`src/rtl/chain_pkg.sv`:
```
package chain_pkg;
  localparam int unsigned SEG_W = 16;

  typedef enum logic [1:0] {
    ST_IDLE   = 2'd0,
    ST_SHIFT  = 2'd1,
    ST_COMMIT = 2'd2
  } ld_state_e;
endpackage

```
`src/rtl/sclk_divider.sv`:
```
module sclk_divider #(
  parameter int unsigned HALF = 2
) (
  input  logic clk,
  input  logic rst_n,
  input  logic run_i,
  output logic sclk_o,
  output logic fall_o
);
  localparam int unsigned CW = $clog2(HALF + 1);
  localparam logic [CW-1:0] LAST = CW'(HALF - 1);

  logic [CW-1:0] cnt_q, cnt_d;
  logic          sclk_q, sclk_d;
  logic          tick;

  assign tick = run_i && (cnt_q == LAST);

  always_comb begin
    cnt_d  = cnt_q;
    sclk_d = sclk_q;
    if (!run_i) begin
      cnt_d  = '0;
      sclk_d = 1'b0;
    end else if (tick) begin
      cnt_d  = '0;
      sclk_d = ~sclk_q;
    end else begin
      cnt_d  = cnt_q + 1'b1;
    end
  end

  always_ff @(posedge clk or negedge rst_n) begin
    if (!rst_n) begin
      cnt_q  <= '0;
      sclk_q <= 1'b0;
    end else begin
      cnt_q  <= cnt_d;
      sclk_q <= sclk_d;
    end
  end

  assign sclk_o = sclk_q;
  assign fall_o = tick && sclk_q;

  // the serial clock goes to rest when not running
  a_r2_sclk_rests: assert property (@(posedge clk) disable iff (!rst_n)
    !run_i |=> !sclk_q);
endmodule

```
`src/rtl/frame_shifter.sv`:
```
module frame_shifter #(
  parameter int unsigned WIDTH = 48
) (
  input  logic             clk,
  input  logic             rst_n,
  input  logic             load_i,
  input  logic             shift_i,
  input  logic [WIDTH-1:0] frame_i,
  output logic             sdata_o
);
  logic [WIDTH-1:0] shreg_q, shreg_d;

  always_comb begin
    shreg_d = shreg_q;
    if (load_i)
      shreg_d = frame_i;
    else if (shift_i)
      shreg_d = {shreg_q[WIDTH-2:0], 1'b0};
  end

  always_ff @(posedge clk or negedge rst_n) begin
    if (!rst_n) shreg_q <= '0;
    else        shreg_q <= shreg_d;
  end

  assign sdata_o = shreg_q[WIDTH-1];

  // the captured frame is untouched unless loaded or advanced
  a_r7_frame_held: assert property (@(posedge clk) disable iff (!rst_n)
    (!load_i && !shift_i) |=> $stable(shreg_q));
endmodule

```
`src/rtl/le_pulser.sv`:
```
module le_pulser #(
  parameter int unsigned LOW_CYC = 3
) (
  input  logic clk,
  input  logic rst_n,
  input  logic fire_i,
  output logic le_o,
  output logic end_o
);
  localparam int unsigned CW = $clog2(LOW_CYC + 1);
  localparam logic [CW-1:0] FIRST = CW'(LOW_CYC - 1);

  logic          le_q, le_d;
  logic [CW-1:0] cnt_q, cnt_d;

  assign end_o = !le_q && (cnt_q == '0);

  always_comb begin
    le_d  = le_q;
    cnt_d = cnt_q;
    if (le_q) begin
      if (fire_i) begin
        le_d  = 1'b0;
        cnt_d = FIRST;
      end
    end else if (cnt_q == '0) begin
      le_d = 1'b1;
    end else begin
      cnt_d = cnt_q - 1'b1;
    end
  end

  always_ff @(posedge clk or negedge rst_n) begin
    if (!rst_n) begin
      le_q  <= 1'b1;
      cnt_q <= '0;
    end else begin
      le_q  <= le_d;
      cnt_q <= cnt_d;
    end
  end

  assign le_o = le_q;

  // Checker-only counter of consecutive low cycles
  logic [CW:0] low_run_q;
  always_ff @(posedge clk or negedge rst_n) begin
    if (!rst_n)     low_run_q <= '0;
    else if (!le_q) low_run_q <= low_run_q + 1'b1;
    else            low_run_q <= '0;
  end

  // the commit pulse lasts exactly the programmed width
  a_r4_pulse_width: assert property (@(posedge clk) disable iff (!rst_n)
    $rose(le_q) |-> (low_run_q == (CW+1)'(LOW_CYC)));
endmodule

```
`src/rtl/chain_loader.sv`:
```
module chain_loader
  import chain_pkg::*;
#(
  parameter int unsigned NUM_DEV    = 3,
  parameter int unsigned SCLK_HALF  = 2,
  parameter int unsigned LE_LOW_CYC = 3,
  localparam int unsigned FRAME_W   = SEG_W * NUM_DEV
) (
  input  logic               clk,
  input  logic               rst_n,
  input  logic               start_i,
  input  logic [FRAME_W-1:0] frame_i,
  output logic               busy_o,
  output logic               done_o,
  output logic               sclk_o,
  output logic               sdata_o,
  output logic               le_o
);
  localparam int unsigned BW = $clog2(FRAME_W + 1);
  localparam logic [BW-1:0] LAST_BIT = BW'(FRAME_W - 1);

  // reset: asserted asynchronously, released on the clock
  logic [1:0] rs_q;
  logic       rst_sync_n;
  always_ff @(posedge clk or negedge rst_n) begin
    if (!rst_n) rs_q <= 2'b00;
    else        rs_q <= {rs_q[0], 1'b1};
  end
  assign rst_sync_n = rs_q[1];

  ld_state_e     state_q, state_d;
  logic [BW-1:0] bit_q, bit_d;
  logic          done_q, done_d;
  logic          load, run, fall, fire, pulse_end;

  assign load = (state_q == ST_IDLE) && start_i;
  assign run  = (state_q == ST_SHIFT);
  assign fire = run && fall && (bit_q == LAST_BIT);

  sclk_divider #(.HALF(SCLK_HALF)) u_div (
    .clk   (clk),
    .rst_n (rst_sync_n),
    .run_i (run),
    .sclk_o(sclk_o),
    .fall_o(fall)
  );

  frame_shifter #(.WIDTH(FRAME_W)) u_shift (
    .clk    (clk),
    .rst_n  (rst_sync_n),
    .load_i (load),
    .shift_i(run && fall),
    .frame_i(frame_i),
    .sdata_o(sdata_o)
  );

  le_pulser #(.LOW_CYC(LE_LOW_CYC)) u_le (
    .clk   (clk),
    .rst_n (rst_sync_n),
    .fire_i(fire),
    .le_o  (le_o),
    .end_o (pulse_end)
  );

  always_comb begin
    state_d = state_q;
    bit_d   = bit_q;
    done_d  = 1'b0;
    unique case (state_q)
      ST_IDLE: begin
        if (start_i) begin
          state_d = ST_SHIFT;
          bit_d   = '0;
        end
      end
      ST_SHIFT: begin
        if (fall) begin
          bit_d = bit_q + 1'b1;
          if (bit_q == LAST_BIT) state_d = ST_COMMIT;
        end
      end
      ST_COMMIT: begin
        if (pulse_end) begin
          state_d = ST_IDLE;
          done_d  = 1'b1;
        end
      end
      default: state_d = ST_IDLE;
    endcase
  end

  always_ff @(posedge clk or negedge rst_sync_n) begin
    if (!rst_sync_n) begin
      state_q <= ST_IDLE;
      bit_q   <= '0;
      done_q  <= 1'b0;
    end else begin
      state_q <= state_d;
      bit_q   <= bit_d;
      done_q  <= done_d;
    end
  end

  assign busy_o = (state_q != ST_IDLE);
  assign done_o = done_q;

  // latch enable never drops while bits are moving
  a_r3_le_high_shift: assert property (@(posedge clk) disable iff (!rst_sync_n)
    (state_q == ST_SHIFT) |-> le_o);
  // data line is steady at every rising serial clock
  a_r5_data_stable: assert property (@(posedge clk) disable iff (!rst_sync_n)
    $rose(sclk_o) |-> $stable(sdata_o));
  // done is a lone pulse with the latch released and busy cleared
  a_r6_done_pulse: assert property (@(posedge clk) disable iff (!rst_sync_n)
    done_o |-> (le_o && !busy_o));
  a_r6_done_single: assert property (@(posedge clk) disable iff (!rst_sync_n)
    done_o |=> !done_o);
  // once shifting, the transfer is not restarted by another start
  a_r7_no_restart: assert property (@(posedge clk) disable iff (!rst_sync_n)
    (state_q == ST_SHIFT) |=> (state_q != ST_IDLE));
endmodule

```
`config.mk`:
```
export PLATFORM = sky130hd
export DESIGN_NAME = chain_loader
export DESIGN_NICKNAME = d
export VERILOG_FILES = /design/src/rtl/chain_pkg.sv /design/src/rtl/sclk_divider.sv /design/src/rtl/frame_shifter.sv /design/src/rtl/le_pulser.sv /design/src/rtl/chain_loader.sv
export SDC_FILE = /design/constraint.sdc
export NUM_CORES = 1
export LEC_CHECK = 0
export ABC_AREA = 1
export BUFFER_PORTS_ARGS = -buffer_cell sky130_fd_sc_hd__buf_2
export CORE_MARGIN = 10
export CORE_UTILIZATION = 51
export CTS_BUF_LIST = sky130_fd_sc_hd__clkbuf_2 sky130_fd_sc_hd__clkbuf_4 sky130_fd_sc_hd__clkbuf_8
export DETAILED_ROUTE_END_ITERATION = 16
export HOLD_SLACK_MARGIN = 0.15
export PLACE_DENSITY = 0.81
export SLEW_MARGIN = 25
export SYNTH_ARGS = -nofsm -noshare
export SYNTH_HDL_FRONTEND = slang
export SYNTH_SLANG_ARGS = --single-unit
```
`constraint.sdc`:
```
create_clock -name clk -period 1.7 [get_ports clk]
set_input_delay 0.255 -clock clk [delete_from_list [all_inputs] [get_ports clk]]
set_output_delay 0.255 -clock clk [all_outputs]
set_load 0.1 [all_outputs]
```
* After elaboration in Yosys (flattened, before gate mapping)
Cells that the tools add are included.
W data, S select, Z words.
** Storage, ports and cells
- Register bits :: 65
- Input port bits :: 51
- Output and inout bits :: 5
** Operators by class
- Add/subtract/negate cells :: 3
- Eq/ne operators :: 11
- Mux-type cells :: 22
- Bitwise gates (word level) :: 1
- Reduce and logical (&&, ||, !) cells :: 15
** Operators with widths (count)
- $mux W48 :: 2
- $mux W2 :: 9
- $mux W6 :: 2
- $pmux W6 S2 :: 1
- $ne A2 B1 Y1 const B :: 4
- $mux W1 :: 7
- $add A6 B1 Y6 const B :: 1
- $eq A6 B6 Y1 const B :: 1
- $logic_and A1 B1 Y1 :: 6
- $ne A2 B2 Y1 const B :: 3
- $pmux W2 S3 :: 1
- $reduce_bool A2 Y1 :: 3
- $eq A2 B1 Y1 const B :: 2
- $logic_not A2 Y1 :: 2
- $reduce_and A4 Y1 :: 1
- $reduce_and A3 Y1 :: 1
- $add A2 B1 Y2 const B :: 1
- $eq A2 B2 Y1 const B :: 1
- $reduce_and A2 Y1 :: 1
- $sub A2 B1 Y2 const B :: 1
- $logic_not A1 Y1 :: 1
- $not A1 Y1 :: 1

* Logic depth before layout (Yosys ltp)
Gate-level depths: netlist of run 1.
- Depth in word-level cells :: 7
- Gate-level depth with buffers :: 8
- Mapped depth without buffers :: 7

* Modules after synthesis
From an unflattened synthesis of run 1, not the netlist that was laid out.
** Second synthesis, totals
- Cells, all modules :: 365
- Area, all modules :: 3009.1 um^2
** By module, submodules not included
- frame_shifter :: instances 1, cells each 261, area each 2158.3 um^2, sequential area each 1201.2 um^2
- chain_loader :: instances 1, cells each 63, area each 538.0 um^2, sequential area each 275.3 um^2
- le_pulser :: instances 1, cells each 24, area each 181.4 um^2, sequential area each 76.3 um^2
- sclk_divider :: instances 1, cells each 17, area each 131.4 um^2, sequential area each 75.1 um^2

* Least setup slack after synthesis of run 1
OpenSTA, ideal clock, no wires.
- Kind :: register to register
- Start :: register u_div.sclk_q (netlist: u_div.sclk_o)
- End :: register u_shift.shreg_q[47]
- Library setup time :: 128 ps
- Data arrival time :: 1799 ps
- Required time :: 1572 ps
- Path slack :: -227 ps
- Stages on the path, launching flop included :: 8
- Path buffers :: 2
- Clock period less this slack :: 1927 ps
- Cell sequence :: dfrtp_1 > nand3_1 > nor2_4 > nor2_2 > buf_6 > buf_6 > nand2_1 > nand3_1
** Between the ends
- Word-level cells in the longest chain between the ends :: 3
** RTL lines
- from (decl) :: RTL line sclk_divider.sv:14 : logic sclk_q, sclk_d;
- from (signal assigned) :: RTL line sclk_divider.sv:39 : sclk_q <= sclk_d;
- $logic_and A1 B1 Y1 :: RTL line sclk_divider.sv:44 : assign fall_o = tick && sclk_q;
- $logic_and A1 B1 Y1 :: RTL line chain_loader.sv:52 : .shift_i(run && fall),
- $reduce_bool A2 Y1 (no line)
- to (signal assigned) :: RTL line frame_shifter.sv:23 : else shreg_q <= shreg_d;
- to (decl) :: RTL line frame_shifter.sv:11 : logic [WIDTH-1:0] shreg_q, shreg_d;
Every way passes these cells.
A chain may end at the register's enable or synchronous reset.

* Final worst setup path of run 1
- Start :: register state_q[0]
- End :: output port busy_o
** Between the ends
- Word-level cells in the longest chain between the ends :: 1
** RTL lines
- from (decl) :: RTL line chain_loader.sv:31 : ld_state_e state_q, state_d;
- from (signal assigned) :: RTL line chain_loader.sv:98 : state_q <= state_d;
- $reduce_bool A2 Y1 :: RTL line chain_loader.sv:104 : assign busy_o = (state_q != ST_IDLE);
- to (decl) :: RTL line chain_loader.sv:13 : output logic busy_o,
Every way passes these cells.

==> impl_metrics.ini, run 1 <==
[global_routing]
grt_util_all_layers_pct = 15.85
global_route_wire_length_before_repair_um = 11540
grt_util_met3_pct = 5.185
globalRoute.busiestLayer = met2
use_met2_pct = 25.97
grt_start_max_net_pins = 50
globalRoute.totalOverflow = 0
antenna_found_initial = 0
grt_pass1_vias = 2592
globalRouteMet1Util_pct = 19.06

[outcome]
outcome = completed

[final_layout]
antennaDiodeCount = 0
drive_gt1_share_pct = 20.00
fill_cells = 444
post_layout_nonfiller_instances = 527
regArea_um2 = 1630
area_delta_synth_final_pct = 33.39
post-route-util_pct = 69.96
area_used_by_multi_input_combinational_logic_um2 = 1090
finish.instance_area_um2 = 3829
finalNetCount = 504

[worst_setup_path]
worst-r2r-cell-count = 7
crit_chain = inv_2 -> buf_4 -> nand2_1 -> clkbuf_4
timing_worst_setup_path_type = reg2out
cpMaxStageDelayCell = sky130_fd_sc_hd__dfrtp_1
path_buf_inv = 3
timing.critical_path.to = busy_o
timing.rr.start = state_q[0]
critical_path_peak_fanout = 3
r2r_setup_slack_ns = 0.15
crit_path_end_kind = output port
critical_path.startpoint_type = register
crit_cells = 4
cp-startpoint = state_q[0]
slowest_delay_ns = 0.40
worstPathArrival_ns = 1.32
critical_path_required_ns = 1.44
worst_r2r_endpoint = u_shift.shreg_q[47]
cpLargestDelayFamily = buffers and inverters

[job]
timing.max_cap.violations = 0

[power]
cellPowerDensity_nw_per_um2 = 1417
share_clk_of_total_power_pct = 22.9
irDropWorstVdd_mv = 1.212
power.static_leakage_nw = 1.939
sw_frac_of_total_pct = 35.78
combPwrFrac_pct = 31.6
seq_power_share_pct = 45.6
intPower_mw = 3.484
p_switching_mw = 1.941

[sta]
fin_worst_skew_ns = 0.007002
final.min_clock_period_ns = 1.579
maxClockFrequency_mhz = 633.2
timing_hold_violations_final = 0
min_period_over_period_pct = 92.90
setup_viol_count_final = 0
slew_viol_final = 0
slew-limit-headroom_pct = 62.44
tightestPinTransition_ns = 0.5628

[logic_synthesis]
ys_types = 21
synth_seq_area_share_pct = 56.71
syn_area_um2 = 2870
synth.net_count = 403
synthesis.area_per_instance_um2 = 8.201
ys_ff_latch = 65
synthesized_netlist_cell_count = 350
synth-warning-count = 0

[place]
numPortBuffers = 55
post-dp-hpwl_um = 4285
post-place-cells = 472
gp_routability_congestion = 0.8079
dpl-instance-area_um2 = 3238

[die]
core-area_um2 = 5473
fp.dieArea_um2 = 9029
fp-row-count = 27
floorplan.io_pins = 56
start_util_pct = 52.45
die_y_um = 95.02
die_width_um = 95.02

[clock_tree]
worst_setup_hold_path_clk_slew_ns = 0.07
maximum_level_of_the_cts_h_tree = 3
tritoncts_clock_tree = built
worst_skew_pair.late_latency_ns = 0.34
cts_sinks = 65
cts-root-buf = sky130_fd_sc_hd__clkbuf_8
inserted_clock_buffers = 9
cts-root-to-sink-buffers = 2

[drt]
drt-initial-drc-count = 163
via_per_inst = 4.854
post_detailed_route_wirelength_per_cell_um = 12.64
dr_total_vias = 2558
post-route-drc-count = 0
number_of_detailed_route_iterations_in_the_first_pass = 4
ant_nets = 0
drt_wl_total_um = 6660

[min_path]
min_path_type = in2reg
-- Yosys cell counts --
| cell type | count | area (um2) |
|---|---|---|
| sky130_fd_sc_hd__nand2_2 | 1 | 6.260 |
| sky130_fd_sc_hd__nand2_1 | 168 | 630.6 |
| sky130_fd_sc_hd__nor2_1 | 9 | 33.78 |
| sky130_fd_sc_hd__clkbuf_1 | 3 | 11.26 |
| sky130_fd_sc_hd__inv_2 | 3 | 11.26 |
| sky130_fd_sc_hd__a21oi_1 | 1 | 5.000 |
| sky130_fd_sc_hd__nor2_2 | 1 | 6.260 |
| sky130_fd_sc_hd__buf_6 | 5 | 56.30 |
| sky130_fd_sc_hd__nand4_1 | 1 | 6.260 |
| sky130_fd_sc_hd__nor2_4 | 1 | 11.26 |
| sky130_fd_sc_hd__buf_2 | 8 | 40.04 |
| sky130_fd_sc_hd__ha_1 | 2 | 25.02 |
| sky130_fd_sc_hd__a22oi_1 | 1 | 7.510 |
| sky130_fd_sc_hd__dfstp_2 | 1 | 26.28 |
| sky130_fd_sc_hd__o21bai_1 | 1 | 7.510 |
| sky130_fd_sc_hd__o21ai_0 | 5 | 25.02 |
| sky130_fd_sc_hd__inv_1 | 12 | 45.04 |
| sky130_fd_sc_hd__nor3_1 | 3 | 15.01 |
| sky130_fd_sc_hd__conb_1 | 1 | 3.750 |
| sky130_fd_sc_hd__nand3_1 | 59 | 295.3 |
| sky130_fd_sc_hd__dfrtp_1 | 64 | 1602 |
-- cell type report --
class	count	area share, %
clock buffer	11	3.627
clock inverter	4	1.176
inverter	15	1.471
multi-input combinational	255	28.46
sequential	65	42.58
tap	72	2.353
timing repair buffer	105	20.33
-- per-layer routing --
layer	vias to the layer above	routed length [um]
li1	1308	-
met2	50	3286
met5	-	0
met1	1192	2972
met3	8	303
met4	0	97
-- cell usage in the layout (no fill, tap or decap), types with 3 or more instances in the layout --
master / netlist / layout
sky130_fd_sc_hd__clkinv_2: 0 / 3
sky130_fd_sc_hd__dlygate4sd3_1: 0 / 39
sky130_fd_sc_hd__buf_2: 8 / 54
sky130_fd_sc_hd__nand3_1: 59 / 59
sky130_fd_sc_hd__nor2_1: 9 / 9
sky130_fd_sc_hd__buf_4: 0 / 8
sky130_fd_sc_hd__o21ai_0: 5 / 5
sky130_fd_sc_hd__inv_1: 12 / 12
sky130_fd_sc_hd__inv_2: 3 / 3
sky130_fd_sc_hd__clkbuf_4: 0 / 3
sky130_fd_sc_hd__clkbuf_8: 0 / 9
sky130_fd_sc_hd__dfrtp_1: 64 / 62
sky130_fd_sc_hd__nor3_1: 3 / 3
sky130_fd_sc_hd__nand2_1: 168 / 168
-- cells by family (layout without fill, tap and decap cells) --
family                   count (synthesis)  count (layout)  share of synthesized area, %
flip-flops                              65              65                         56.71
other                                    1               1                        0.1307
AND/OR/NAND/NOR                        243             244                         35.00
buffers and inverters                   31             135                         5.710
adder cells (fa/ha/maj)                  2               2                        0.8717
AO/OA/AOI/OAI                            8               8                         1.569
-- metrics by stage --
step,setup slack [ns],TNS [ns],hold WS [ns],power [mW]
2_1_floorplan,0.08720,0,-0.04059,3.696
3_3_place_gp,-0.1564,-3.398,0.04214,3.949
3_5_place_dp,0.08128,0,0.04139,4.102
4_1_cts,0.009962,0,0.1503,5.423
5_1_grt,-0.001968,-0.001968,0.1558,5.852
6_report,0.1207,0,0.1543,5.424
-- worst min path at each step --
stage / from / endpoint / slack (ns) / cells past startpoint
3_5_place_dp: rst_n / rs_q[0] / 0.04 / 1
4_1_cts: frame_i[9] / u_shift.shreg_q[9] / 0.15 / 3
6_report: frame_i[11] / u_shift.shreg_q[11] / 0.15 / 3
2_1_floorplan: rst_n / rs_q[0] / -0.04 / 0
5_1_grt: frame_i[9] / u_shift.shreg_q[9] / 0.16 / 3
3_3_place_gp: rst_n / rs_q[0] / 0.04 / 1
-- state kept, by name, indices dropped and copies added, names as in the netlist --
| signal | count |
|---|---|
| rs_q | 2 |
| u_le.cnt_q | 2 |
| bit_q | 6 |
| state_q | 2 |
| u_div.sclk_o | 1 |
| done_o | 1 |
| u_shift.shreg_q | 48 |
| u_div.cnt_q | 2 |
| u_le.le_o | 1 |
-- power by group through the flow --
stage          clock network, mW  logic (mW)  registers [mW]
2_1_floorplan                  0        1.11            2.59
3_3_place_gp                   0        1.49            2.46
3_5_place_dp                   0        1.62            2.49
4_1_cts                     1.27        1.69            2.46
5_1_grt                     1.34        1.97            2.54
6_report                    1.24        1.71            2.47
-- worst register-to-register path, stage by stage (launching register included) --
cell                      delay [ns]
sky130_fd_sc_hd__dfrtp_1        0.42
sky130_fd_sc_hd__inv_2          0.07
sky130_fd_sc_hd__nand3_1        0.11
sky130_fd_sc_hd__inv_2          0.13
sky130_fd_sc_hd__buf_4          0.42
sky130_fd_sc_hd__nor2_1         0.13
sky130_fd_sc_hd__nand2_1        0.08
sky130_fd_sc_hd__nand3_1        0.08
-- repair_timing --
item                                    in CTS  in global routing
setup buffers                                0                  0
hold buffers                                39                  0
gates resized for setup                      0                  3
endpoints found under the setup margin       0                 24
endpoints found under the hold margin       40                  0
Note: power is estimated with default switching activity, not from simulation.
==> inputs of run 2 (changes only) <==
--- a/config.mk
+++ b/config.mk
@@ -5,14 +5,13 @@
 export SDC_FILE = /design/constraint.sdc
 export NUM_CORES = 1
 export LEC_CHECK = 0
-export ABC_AREA = 1
 export BUFFER_PORTS_ARGS = -buffer_cell sky130_fd_sc_hd__buf_2
 export CORE_MARGIN = 10
-export CORE_UTILIZATION = 51
+export CORE_UTILIZATION = 52
 export CTS_BUF_LIST = sky130_fd_sc_hd__clkbuf_2 sky130_fd_sc_hd__clkbuf_4 sky130_fd_sc_hd__clkbuf_8
 export DETAILED_ROUTE_END_ITERATION = 16
 export HOLD_SLACK_MARGIN = 0.15
-export PLACE_DENSITY = 0.81
+export PLACE_DENSITY = 0.82
 export SLEW_MARGIN = 25
 export SYNTH_ARGS = -nofsm -noshare
 export SYNTH_HDL_FRONTEND = slang
==> run 2 against run 1 <==
Utilization grew 0.28 points. Clock-buffer cell count grew 1. Combinational power fell by 8%. Clock power increased by 8%. Register-to-register slack barely moved. Maximum frequency down 2.2%. Hold slack is essentially flat. Synthesized area increased by 3.5%.
==> impl_metrics.ini, run 2 <==
[final_layout]
largest_register = u_shift.shreg_q
layout_top_registers = u_shift.shreg_q: 48 flops, bit_q: 6 flops
finalNetCount = 392
leading_cell_type_in_the_layout_fill_and_taps_excluded = sky130_fd_sc_hd__dfrtp_1
finish.instance_area_um2 = 3891
drive_gt1_share_pct = 26.82
largest_register_ffs = 48
post_layout_nonfiller_instances = 415
area_delta_synth_final_pct = 30.95
final_cell_mix = sky130_fd_sc_hd__dfrtp_1, sky130_fd_sc_hd__buf_2, sky130_fd_sc_hd__and3_1, sky130_fd_sc_hd__a221o_1, sky130_fd_sc_hd__dlygate4sd3_1
antennaDiodeCount = 0

[min_path]
worst_hold_path.num_cells = 2
min_path_type = in2reg

[clock_tree]
cts_sinks = 65
maximum_level_of_the_cts_h_tree = 3
worst_setup_hold_path_clk_slew_ns = 0.06
tritoncts_clock_tree = built
cts-root-to-sink-buffers = 2
cts-root-buf = sky130_fd_sc_hd__clkbuf_8
inserted_clock_buffers = 9
worst_skew_pair.late_latency_ns = 0.35

[worst_setup_path]
path_buf_inv = 1
critical_path_required_ns = 1.44
slowest_delay_ns = 0.58
cpMaxStageDelayCell = sky130_fd_sc_hd__dfstp_2
crit_cells = 1
timing_worst_setup_path_type = reg2out
crit_chain = buf_2
crit_path_end_kind = output port
cpLargestDelayFamily = flip-flops
critical_path_peak_fanout = 6
worstPathArrival_ns = 1.36
critical_path.startpoint_type = register
worst-r2r-cell-count = 5

[global_routing]
globalRoute.busiestLayer = met2
grt_util_all_layers_pct = 17.93
grt_util_met3_pct = 6.441
globalRouteMet1Util_pct = 22.82
antenna_found_initial = 0
grt_pass1_vias = 2616
grt_start_max_net_pins = 52
use_met2_pct = 27.77
globalRoute.totalOverflow = 0
global_route_wire_length_before_repair_um = 12880

[drt]
post-route-drc-count = 0
via_per_inst = 5.954
post_detailed_route_wirelength_per_cell_um = 18.59
drt_wl_total_um = 7714
ant_nets = 0
number_of_detailed_route_iterations_in_the_first_pass = 5
dr_total_vias = 2471
drt-initial-drc-count = 242

[logic_synthesis]
synthMuxAreaShare_pct = 1.095
post_synthesis_xor_xnor_area_fraction_pct = 0.5895
synth-compound-area-share_pct = 19.49
synth_area_leaders = sky130_fd_sc_hd__dfrtp_1, sky130_fd_sc_hd__a221o_1, sky130_fd_sc_hd__and3_1
synth-simple-area-share_pct = 17.52
ys_ff_latch = 65
syn_area_um2 = 2972
ys_top_cells_by_count = sky130_fd_sc_hd__dfrtp_1, sky130_fd_sc_hd__a221o_1, sky130_fd_sc_hd__and3_1, sky130_fd_sc_hd__nand2_1, sky130_fd_sc_hd__clkbuf_1
ys_types = 44
postSynth.asyncResetShare_pct = 100.0
dominant_combinational_cell_family_by_area_after_synthesis = compound AO/OA/AOI/OAI gates
number_of_synthesized_flops_with_an_enable_pin = 0
yosysMostFrequentCell = sky130_fd_sc_hd__dfrtp_1
synth-warning-count = 0
synth.net_count = 305
yosys.area.top_type = sky130_fd_sc_hd__dfrtp_1
synth_flop_cell = sky130_fd_sc_hd__dfrtp_1
area_share_of_the_largest_cell_type_after_synthesis_pct = 53.89
post_synth_fa_ha_maj_area_fraction_pct = 0.8421
synthesis.area_per_instance_um2 = 11.79
synthesized_netlist_cell_count = 252
synth_seq_area_share_pct = 54.78

[sta]
fin_worst_skew_ns = 0.006217
grt_setup_unrepaired = false
setup_tns_ns = 0
min_period_over_period_pct = 94.97
final_critical_path_setup_slack_ns = 0.08545
setup_viol_count_final = 0
slew-limit-headroom_pct = 63.70
timing_hold_violations_final = 0
tightestPinTransition_ns = 0.5444
slew_viol_final = 0
timing.hold.ws_ns = 0.1548
final.min_clock_period_ns = 1.615
maxClockFrequency_mhz = 619.4

[die]
start_util_pct = 53.64
floorplan.io_pins = 56
die_width_um = 95.60
core-area_um2 = 5540
fp.dieArea_um2 = 9138
die_y_um = 95.60
fp-row-count = 27

[place]
dpl-instance-area_um2 = 3329
numPortBuffers = 55
gp_routability_congestion = 0.7623
post-place-cells = 364
post-dp-hpwl_um = 4686
placement.setup.worst_slack_ns = 0.1492

[power]
power.static_leakage_nw = 2.015
cellPowerDensity_nw_per_um2 = 1330
irDropWorstVdd_mv = 0.7674

[outcome]
outcome = completed

[job]
timing.max_cap.violations = 0
## run 2: cell types whose count changed in the layout (fill, tap and decap cells not counted), sizes merged, moves of 4 or more
cell and change:
nand2 -157, nand3 -54, a221o +45, and3 +45, inv -12, nor2 -5, dlygate4sd3 -4, nand2b +4
## run 2: path summary, 6_finish.rpt
kind / slack (ns) / start / to
setup reg to reg: 0.14 / state_q[0] / u_shift.shreg_q[32]
setup / recovery: 0.09 / u_le.le_o / le_o
min in group asynchronous: 0.25 / rst_n / rs_q[0]
hold reg to reg: 0.26 / rs_q[1] / bit_q[1]
hold / removal: 0.15 / frame_i[34] / u_shift.shreg_q[34]
max in group asynchronous: 0.88 / rs_q[1] / u_shift.shreg_q[23]
## run 2: routing by layer
metal	wire length, um	vias up	share of wire [%]
li1	-	1148	-
met1	3275	1236	42
met2	3859	79	50
met3	473	8	6.1
met4	105	0	1.4
met5	0	-	0
## run 2: what timing repair did
action / 4_1_cts / 5_1_grt
setup buffers: 1 / 0
resized for setup: 1 / 2
hold buffers: 33 / 2
setup endpoints to repair: 1 / 2
endpoints found under the hold margin: 34 / 2
## run 2: area by class of cell
| cell class | count | area (um2) |
|---|---|---|
| clock inverter | 3 | 40.04 |
| inverter | 3 | 11.26 |
| tap | 72 | 90.09 |
| timing repair buffer | 100 | 765.7 |
| sequential | 65 | 1635 |
| multi-input combinational | 160 | 1190 |
| fill | 406 | 1649 |
| clock buffer | 12 | 158.9 |
## run 2: power by group
group	internal (mW)	leakage (nW)	switching, mW
sequential	1.96	0.857	0.296
combinational	0.720	1.05	0.859
clock	0.761	0.106	0.577
## run 2: kinds of logic (layout without fill, tap and decap cells)
| family | after synthesis | in the layout |
|---|---|---|
| AOI/OAI and AO/OA | 64 | 64 |
| xor gates and xnor gates | 2 | 2 |
| adders and majority gates | 2 | 2 |
| buffers and inverters | 27 | 118 |
| DFF | 65 | 65 |
| muxes | 3 | 3 |
| other | 1 | 1 |
| and+or+nand+nor | 88 | 88 |
## run 2: per-stage QoR
| stage | utilization [%] | power [mW] |
|---|---|---|
| 2_1_floorplan | - | 3.402 |
| 3_3_place_gp | 60.09 | 3.699 |
| 3_5_place_dp | 60.09 | 3.754 |
| 4_1_cts | 69.81 | 5.164 |
| 5_1_grt | 70.23 | 5.472 |
| 6_report | 70.23 | 5.174 |
==> inputs of run 3 (changes only) <==
--- a/config.mk
+++ b/config.mk
@@ -9,6 +9,7 @@
 export CORE_MARGIN = 10
 export CORE_UTILIZATION = 52
 export CTS_BUF_LIST = sky130_fd_sc_hd__clkbuf_2 sky130_fd_sc_hd__clkbuf_4 sky130_fd_sc_hd__clkbuf_8
+export CTS_CLUSTER_DIAMETER = 80
 export DETAILED_ROUTE_END_ITERATION = 16
 export HOLD_SLACK_MARGIN = 0.15
 export PLACE_DENSITY = 0.82
==> constraint.sdc (replaced) <==
create_clock -name clk -period 1.45 [get_ports clk]
set_input_delay 0.2175 -clock clk [delete_from_list [all_inputs] [get_ports clk]]
set_output_delay 0.2175 -clock clk [all_outputs]
set_load 0.1 [all_outputs]
==> run 3 against run 2 <==
Global-route usage up 0.98 points. Setup slack worse by 0.25 ns. Largest power group unchanged. Critical path depth up 3. Register-to-register slack worse by 0.31 ns. Cell count up 10%. Non-clock buffer count up 40. The flow now finishes with violations (setup timing). Sequential share of layout area down 4.9 points. Critical endpoint is now u_shift.shreg_q[7]. Largest cell class unchanged.
==> impl_metrics.ini, run 3 (synthesis gave the netlist of run 2 again) <==
[outcome]
outcome = finished, violations left
failed_checks = setup timing

[sta]
min_period_over_period_pct = 111.4
maxClockFrequency_mhz = 618.9
slew_viol_final = 0
final_critical_path_setup_slack_ns = -0.1657
grt_setup_unrepaired = true
setup_viol_count_final = 55
timing_hold_violations_final = 0
final.min_clock_period_ns = 1.616
fin_worst_skew_ns = 0.009752

[drt]
number_of_detailed_route_iterations_in_the_first_pass = 5
drt_wl_total_um = 9958
dr_total_vias = 2841
post-route-drc-count = 0
ant_nets = 0
drt-initial-drc-count = 317
post_detailed_route_wirelength_per_cell_um = 21.79
via_per_inst = 6.217

[final_layout]
largest_register_ffs = 48
fill_cells = 319
final_cell_mix = sky130_fd_sc_hd__dfrtp_1, sky130_fd_sc_hd__buf_2, sky130_fd_sc_hd__dlygate4sd3_1, sky130_fd_sc_hd__a221o_1, sky130_fd_sc_hd__and3_1
drive_gt1_share_pct = 32.81
finalNetCount = 432
leading_cell_type_in_the_layout_fill_and_taps_excluded = sky130_fd_sc_hd__dfrtp_1
post-route-util_pct = 79.47
largest_register = u_shift.shreg_q
layout_top_registers = u_shift.shreg_q: 48 flops, bit_q: 6 flops
area_delta_synth_final_pct = 48.17

[power]
cellPowerDensity_nw_per_um2 = 1564
post-layout-total-power_mw = 6.887
power.static_leakage_nw = 2.245
irDropWorstVdd_mv = 1.056

[place]
gp_routability_congestion = 0.7881
numPortBuffers = 55
post-dp-hpwl_um = 4596

[worst_setup_path]
cpMaxStageDelayCell = sky130_fd_sc_hd__dfrtp_1
critical_path_required_ns = 1.67
crit_path_end_kind = register
cpLargestDelayFamily = compound AO/OA/AOI/OAI gates
critical_path.startpoint_type = register
worstPathArrival_ns = 1.84
path_buf_inv = 1
timing_worst_setup_path_type = reg2reg
slowest_delay_ns = 0.43
critical_path_peak_fanout = 11
crit_chain = nand4b_1 -> a21o_4 -> clkbuf_16 -> a221o_1

[global_routing]
global_route_wire_length_before_repair_um = 13610
antenna_found_initial = 0
grt_util_all_layers_pct = 18.90
grt_start_max_net_pins = 49
globalRoute.totalOverflow = 0
grt_pass1_vias = 2730

[clock_tree]
worst_setup_hold_path_clk_slew_ns = 0.08
cts-root-to-sink-buffers = 2
tritoncts_clock_tree = built
inserted_clock_buffers = 9
maximum_level_of_the_cts_h_tree = 3
cts_sinks = 65
worst_skew_pair.late_latency_ns = 0.35
cts-root-buf = sky130_fd_sc_hd__clkbuf_8

[die]
floorplan.io_pins = 56
core-area_um2 = 5540
fp.dieArea_um2 = 9138
die_y_um = 95.60
die_width_um = 95.60
fp-row-count = 27
start_util_pct = 53.64

[job]
timing.max_cap.violations = 0

[min_path]
min_path_type = in2async
-- run 3: cell count changes in the layout (fill, tap and decap cells not counted), moves of 3 or more --
cell,delta
sky130_fd_sc_hd__and3_1,-5
sky130_fd_sc_hd__dlygate4sd3_1,+16
sky130_fd_sc_hd__buf_4,+12
sky130_fd_sc_hd__and3_4,+5
sky130_fd_sc_hd__clkbuf_16,+3
sky130_fd_sc_hd__buf_6,+7
-- run 3: what timing repair did --
item	in CTS	in global routing
buffers inserted	1	8
pin swaps	0	8
hold buffers	51	0
endpoints found under the setup margin	48	59
gates resized for setup	6	9
cloned	0	6
hold endpoints to repair	53	0
-- run 3: worst paths after layout --
check / startpoint / depth (start not counted) / slack, ns / end
worst max-delay path: u_div.cnt_q[1] / 4 / -0.17 / u_shift.shreg_q[7]
worst min-delay path: rst_n / 2 / 0.18 / rs_q[1]
worst max register to register: u_div.cnt_q[1] / 4 / -0.17 / u_shift.shreg_q[7]
worst min register to register: rs_q[1] / 0 / 0.28 / u_le.le_o
max in group asynchronous: rs_q[1] / 1 / 0.50 / bit_q[3]
min in group clk: rs_q[0] / 0 / 0.37 / rs_q[1]
-- run 3: final cells by class --
type                            count  area (um2)  area share, %
Sequential cell                    65        1634          37.11
Multi-Input combinational cell    160        1255          28.50
Timing Repair Buffer              140        1210          27.48
Clock buffer                       11       145.1          3.296
Tap cell                           72       90.09          2.046
Clock inverter                      5       55.05          1.250
Inverter                            3       11.26         0.2558
Antenna cell                        1       2.502        0.05683
-- run 3: per-stage QoR --
stage	setup TNS (ns)	area [um2]	setup WS [ns]	hold WS, ns	cells
finish	-6.430	4403	-0.1657	0.1754	457
global route	-9.861	4400	-0.2234	0.1802	456
CTS	-2.178	4208	-0.06137	0.1730	442
detailed placement	-1.548	3466	-0.06887	0.003415	374
global placement	-0.5063	3466	-0.02393	0.002855	374
floorplan	-8.805	3030	-0.1984	-0.07809	252
-- run 3: power breakdown --
group / switching [mW] / total, mW / internal [mW]
clock: 0.718 / 1.57 / 0.854
combinational: 1.32 / 2.64 / 1.32
sequential: 0.376 / 2.68 / 2.30
total: 2.42 / 6.89 / 4.47
-- run 3: metal layers --
layer  global-route usage (%)  wire [um]
met5                        0          0
met4                    7.494        326
met3                    6.206        883
met2                    29.68       4883
met1                    23.58       3865
-- run 3: worst register-to-register path, cell delays in order (launching register included) --
cell                        delay [ns]
sky130_fd_sc_hd__dfrtp_1          0.43
sky130_fd_sc_hd__nand4b_1         0.26
sky130_fd_sc_hd__a21o_4           0.31
sky130_fd_sc_hd__clkbuf_16        0.19
sky130_fd_sc_hd__a221o_1          0.31
